`config.mk`:
```
export PLATFORM = sky130hd
export DESIGN_NAME = perm_wuf_sched
export DESIGN_NICKNAME = d
export VERILOG_FILES = /design/src/rtl/perm_wuf_sched_pkg.sv /design/src/rtl/xbs_lfsr.sv /design/src/rtl/xbs_perm.sv /design/src/rtl/xbs_gate.sv /design/src/rtl/perm_wuf_sched.sv
export SDC_FILE = /design/constraint.sdc
export NUM_CORES = 1
export LEC_CHECK = 0
export BUFFER_PORTS_ARGS = -buffer_cell sky130_fd_sc_hd__buf_4
export CELL_PAD_IN_SITES_DETAIL_PLACEMENT = 0
export CELL_PAD_IN_SITES_GLOBAL_PLACEMENT = 2
export CORE_UTILIZATION = 33
export CTS_CLUSTER_DIAMETER = 200
export DETAILED_ROUTE_END_ITERATION = 8
export PLACE_DENSITY = 0.88
export SLEW_MARGIN = 15
export SYNTH_ARGS = -nofsm -noshare
export SYNTH_HDL_FRONTEND = slang
export SYNTH_SLANG_ARGS = --single-unit
```
`constraint.sdc`:
```
create_clock -name clk_i -period 1.8 [get_ports clk_i]
set_input_delay 0 -clock clk_i [delete_from_list [all_inputs] [get_ports clk_i]]
set_output_delay 0 -clock clk_i [all_outputs]
set_load 0.01 [all_outputs]
```
`src/rtl/perm_wuf_sched_pkg.sv`:
```
package perm_wuf_sched_pkg;
  typedef enum logic [1:0] {
    MODE_CYCLIC       = 2'd0,
    MODE_CYCLIC_GATED = 2'd1,
    MODE_RANDOM       = 2'd2,
    MODE_RANDOM_GATED = 2'd3
  } sched_mode_e;

  localparam int unsigned LFSR_W = 16;
endpackage

```
`src/rtl/xbs_lfsr.sv`:
```
module xbs_lfsr
  import perm_wuf_sched_pkg::*;
#(
  parameter logic [LFSR_W-1:0] SEED = 16'hACE1
) (
  input  logic              clk_i,
  input  logic              rst_ni,
  output logic [LFSR_W-1:0] state_o
);
  logic [LFSR_W-1:0] state_q;
  logic              fb;

  assign fb = state_q[15] ^ state_q[13] ^ state_q[12] ^ state_q[10];

  always_ff @(posedge clk_i or negedge rst_ni) begin
    if (!rst_ni) state_q <= SEED;
    else         state_q <= {state_q[LFSR_W-2:0], fb};
  end

  assign state_o = state_q;

  // a maximal-length register never reaches the all-zero lockup state
  a_r7_lfsr_nonzero: assert property (@(posedge clk_i) disable iff (!rst_ni)
    state_q != '0);
endmodule

```
`src/rtl/xbs_perm.sv`:
```
module xbs_perm #(
  parameter int unsigned N     = 4,
  parameter int unsigned IDX_W = 2
) (
  input  logic [IDX_W-1:0]   shift_i,
  output logic [N*IDX_W-1:0] sel_o
);
  localparam int unsigned SUM_W = IDX_W + 1;

  for (genvar i = 0; i < N; i++) begin : g_in
    logic [SUM_W-1:0] sum;
    logic [SUM_W-1:0] wrapped;
    assign sum     = SUM_W'(i) + {1'b0, shift_i};
    assign wrapped = (sum >= SUM_W'(N)) ? (sum - SUM_W'(N)) : sum;
    assign sel_o[i*IDX_W +: IDX_W] = wrapped[IDX_W-1:0];
  end
endmodule

```
`src/rtl/xbs_gate.sv`:
```
module xbs_gate #(
  parameter int unsigned N     = 4,
  parameter int unsigned IDX_W = 2
) (
  input  logic [N*N-1:0]     voq_nonempty_i,
  input  logic               gated_i,
  input  logic [N*IDX_W-1:0] sel_i,
  output logic               serve_o,
  output logic [N-1:0]       grant_o
);
  logic all_full;

  assign all_full = &voq_nonempty_i;
  assign serve_o  = !gated_i || all_full;

  for (genvar i = 0; i < N; i++) begin : g_in
    logic [N-1:0]     row;
    logic [IDX_W-1:0] sel;
    assign row        = voq_nonempty_i[i*N +: N];
    assign sel        = sel_i[i*IDX_W +: IDX_W];
    assign grant_o[i] = serve_o && row[sel];
  end
endmodule

```
`src/rtl/perm_wuf_sched.sv`:
```
module perm_wuf_sched
  import perm_wuf_sched_pkg::*;
#(
  parameter int unsigned       N     = 4,
  parameter logic [LFSR_W-1:0] SEED  = 16'hACE1,
  parameter int unsigned       IDX_W = (N > 1) ? $clog2(N) : 1
) (
  input  logic               clk_i,
  input  logic               rst_ni,
  input  logic [1:0]         mode_i,
  input  logic [N*N-1:0]     voq_nonempty_i,
  output logic               serve_o,
  output logic [N*IDX_W-1:0] out_sel_o,
  output logic [N-1:0]       grant_o
);
  localparam logic [IDX_W-1:0] K_LAST = IDX_W'(N - 1);

  sched_mode_e       mode;
  logic              gated, random_pick;
  logic [LFSR_W-1:0] lfsr;
  logic [IDX_W-1:0]  k_q, k_next, shift;
  logic [N*IDX_W-1:0] sel_d;
  logic              serve_d;
  logic [N-1:0]      grant_d;

  assign mode        = sched_mode_e'(mode_i);
  assign gated       = mode_i[0];
  assign random_pick = mode_i[1];

  xbs_lfsr #(.SEED(SEED)) i_lfsr (
    .clk_i  (clk_i),
    .rst_ni (rst_ni),
    .state_o(lfsr)
  );

  assign shift = random_pick ? IDX_W'(lfsr % LFSR_W'(N)) : k_q;

  xbs_perm #(.N(N), .IDX_W(IDX_W)) i_perm (
    .shift_i(shift),
    .sel_o  (sel_d)
  );

  xbs_gate #(.N(N), .IDX_W(IDX_W)) i_gate (
    .voq_nonempty_i(voq_nonempty_i),
    .gated_i       (gated),
    .sel_i         (sel_d),
    .serve_o       (serve_d),
    .grant_o       (grant_d)
  );

  // cyclic index moves only on served cyclic slots
  always_comb begin
    k_next = k_q;
    if (!random_pick && serve_d) k_next = (k_q == K_LAST) ? '0 : k_q + 1'b1;
  end

  always_ff @(posedge clk_i or negedge rst_ni) begin
    if (!rst_ni) begin
      k_q       <= '0;
      serve_o   <= 1'b0;
      out_sel_o <= '0;
      grant_o   <= '0;
    end else begin
      k_q       <= k_next;
      serve_o   <= serve_d;
      out_sel_o <= sel_d;
      grant_o   <= grant_d;
    end
  end

  a_r2_ungated_serves: assert property (@(posedge clk_i) disable iff (!rst_ni)
    !mode_i[0] |=> serve_o);

  a_r3_grant_needs_serve: assert property (@(posedge clk_i) disable iff (!rst_ni)
    !serve_o |-> (grant_o == '0));

  a_r4_gate_blocks: assert property (@(posedge clk_i) disable iff (!rst_ni)
    (mode_i[0] && !(&voq_nonempty_i)) |=> (!serve_o && grant_o == '0));

  a_r5_index_held: assert property (@(posedge clk_i) disable iff (!rst_ni)
    (mode == MODE_CYCLIC_GATED && !(&voq_nonempty_i)) |=> $stable(k_q));

  a_r6_full_serves_all: assert property (@(posedge clk_i) disable iff (!rst_ni)
    (mode_i[0] && (&voq_nonempty_i)) |=> (serve_o && (&grant_o)));

  a_r7_random_keeps_index: assert property (@(posedge clk_i) disable iff (!rst_ni)
    mode_i[1] |=> $stable(k_q));
endmodule

```
==> out/qor.txt <==
Status -> complete, no violations
Seq/Total Area, Yosys -> 68.3%
Asr flop ratio synth -> 100%
Most frequent cells in the layout -> buf_4 (32), dfrtp_1 (21), dfstp_2 (8), and2_1 (6)
Finished layout cell area -> 1450 um^2
Synth unique cells -> 19
Crit path capture type -> flip-flop
Sw Ratio -> 24.8%
Root Buffer -> clkbuf_4
Initial antenna violation count -> 0
Syn. warnings -> 0
Final WS setup -> 0.201 ns
Crit Path Max Fanout -> 7
Seq pwr share -> 45.9%
Worst-Margin Slew -> 0.509 ns
Hold Path Origin -> mode_i[0]
Syn nets -> 87
Post-Synth Simple-Gate Area -> 7.20%
First-pass GRT wire length -> 3140 um
Crit path DAT -> 1.82 ns
R2r worst-path depth -> 3
Hold crit path type -> in -> reg
Top cell type's share of synthesized area -> 48.8%
Highest cell delay on the worst timing path -> 0.54 ns
CP Cell Sequence -> mux2i_4, mux4_2, and2_1
# H-tree levels -> 2
Startpoint Class -> flip-flop
PortBufs -> 32
Share of the cycle needed by the critical path after routing -> 88.8%
Clock power frac -> 33.1%
Worst hold stages -> 4
Tot GR Track Use -> 13.0%
Hold Path Sink -> k_q[1]
RR Endpoint -> grant_o[2]
Mux share of post-synthesis cell area -> 11.7%
Largest net degree at the start of global routing -> 30
Inst Count DP -> 139
Area Overhead vs Synth -> 34.7%
Crit Path Class -> reg -> reg
Layout Nets -> 125
Drt pass-1 iters -> 4
Pre-CTS WS -> 0.187 ns
Fin cells -> 149
CTS Buffer Depth -> 2
Final wirelength -> 1990 um
Slew margin rel. -> 65.4%
Fin util -> 47.2%
Vias in the first global route -> 649
Worst r2r src -> k_q[0]
Total global routing overflow -> 0
Clock transition at the registers of the reported paths -> 0.09 ns
# IOs -> 33
Main combinational cell family by area after synthesis -> multiplexers
Drt wl/cell -> 13.3 um
Detail Route Antenna Nets -> 0
Mapped cell area -> 1080 um^2
Cell Area, Placed -> 1350 um^2
Cells after synthesis -> 66
Clock period minus worst slack -> 1.60 ns
Slew Limit Fails -> 0
P_sw -> 0.412 mW
Power density cells -> 1150 nW/um^2
Synth Area in Compound Gates -> 4.18%
Via count -> 675
Cts bufs inserted -> 5
CTS tree -> built
Pint -> 1.25 mW
Die height -> 59.1 um
Levels on crit path -> 3
Initial core utilization -> 35.0%
Final Hold Fails -> 0
Fmax -> 0.626 GHz
Synthesized area per cell -> 16.3 um^2
RSZ-0062 raised after global routing -> false
Rows -> 20
Worst hold slack -> 0.0841 ns
Number of fillers in the final layout -> 273
Critical path's top delay family -> multiplexers
Die X -> 59.1 um
DIE AREA -> 3500 um^2
TNS Setup -> 0 ns
Crit-path slowest cell -> mux4_2
Max_cap viols -> 0
Share of cells above drive strength 1 -> 51.4%
R2r setup slk -> 0.20 ns
Xor and xnor area share after synthesis -> 3.25%
Design Power -> 1.66 mW
EDFF count, synth -> 0
Via density -> 4.53
Worst path bufs/invs -> 0
Critical Path RT -> 2.02 ns
CP startpoint -> k_q[0]
Top cells by area, synth -> dfrtp_1 (49%), dfstp_2 (20%), mux4_2 (8.4%)
Antenna Cells -> 0
Clk_skew -> 0.00552 ns
CTS sink cnt -> 29
# DRC -> 0
Synth Flop Type -> dfrtp_1
Yosys reg bits -> 29
Hpwl dp -> 1390 um
Final setup viols -> 0
VDD IR-drop max -> 700 uV
Clk_lat worst skew -> 0.32 ns
Commonest non-fill, non-tap cell in the layout -> buf_4
Core area -> 3080 um^2
Post-Synth Adder-Cell Area -> 1.16%
Cell type with the largest total area after synthesis -> dfrtp_1
DRT iter0 DRCs -> 10
Final Wtd Congestion -> 0.768
Comb power frac -> 21.0%
Pleak -> 0.680 nW
-- kinds of logic (layout without fill, tap and decap cells) --
group / after synthesis / after routing
simple gates: 13 / 13
buf+inv: 8 / 47
fa+ha+maj: 1 / 1
flops: 29 / 29
compound gates: 5 / 5
xor+xnor: 4 / 4
mux: 6 / 6
-- layout make-up --
cell class / instances / area (um^2) / area share, %
flip-flops and latches: 29 / 736 / 50.7
clock buffers: 7 / 55.1 / 3.79
inverters: 5 / 18.8 / 1.29
well taps: 44 / 55.1 / 3.79
clock inverters: 1 / 30.0 / 2.07
repair buffers: 34 / 260 / 17.9
multi-input cells: 29 / 297 / 20.4
-- worst reg2reg max path, cell delays in order (launching register included) --
cell and delay [ns]:
dfrtp_1 0.44, mux2i_4 0.34, mux4_2 0.55, and2_1 0.17
-- worst max-delay path by stage --
stage                             to  slack (ns)
after floorplan           grant_o[0]        0.30
after global placement    grant_o[3]        0.24
after detailed placement  grant_o[2]        0.19
after CTS                 grant_o[2]        0.17
after global routing      grant_o[1]        0.11
final                     grant_o[2]        0.20
-- timing repair --
item / in CTS / in global routing
gates resized for setup: 0 / 0
endpoints found under the hold margin: 32 / 0
hold buffers: 2 / 0
buffers inserted: 0 / 0
-- Yosys cell counts (2+ instances only) --
master,count
and2_1,6
buf_4,2
dfrtp_1,21
dfstp_2,8
inv_1,5
mux4_2,4
nand2_1,2
nand4_1,4
o41ai_1,2
xnor2_1,2
xor2_1,2
-- power groups by stage --
stage	Sequential, mW	Clock (mW)	Combinational, mW
after floorplan	0.799	0	0.164
after global placement	0.776	0	0.342
after detailed placement	0.777	0	0.351
after CTS	0.765	0.565	0.355
after global routing	0.772	0.589	0.389
final	0.763	0.551	0.349
-- registers in the layout, summed over array words and instances, names as in the netlist --
name            cells
grant_o             4
i_lfsr.state_o     16
k_q                 2
serve_o             1
out_sel_o           6
-- per-layer routing --
layer  wire length, um  global-route usage [%]  up-vias
met5                 0                       0        -
met2               999                    18.3       26
met4                33                    8.50        0
li1                  -                       -      308
met1               824                    16.6      337
met3               132                    4.80        4
No activity file was read; power rests on OpenSTA's default activity.
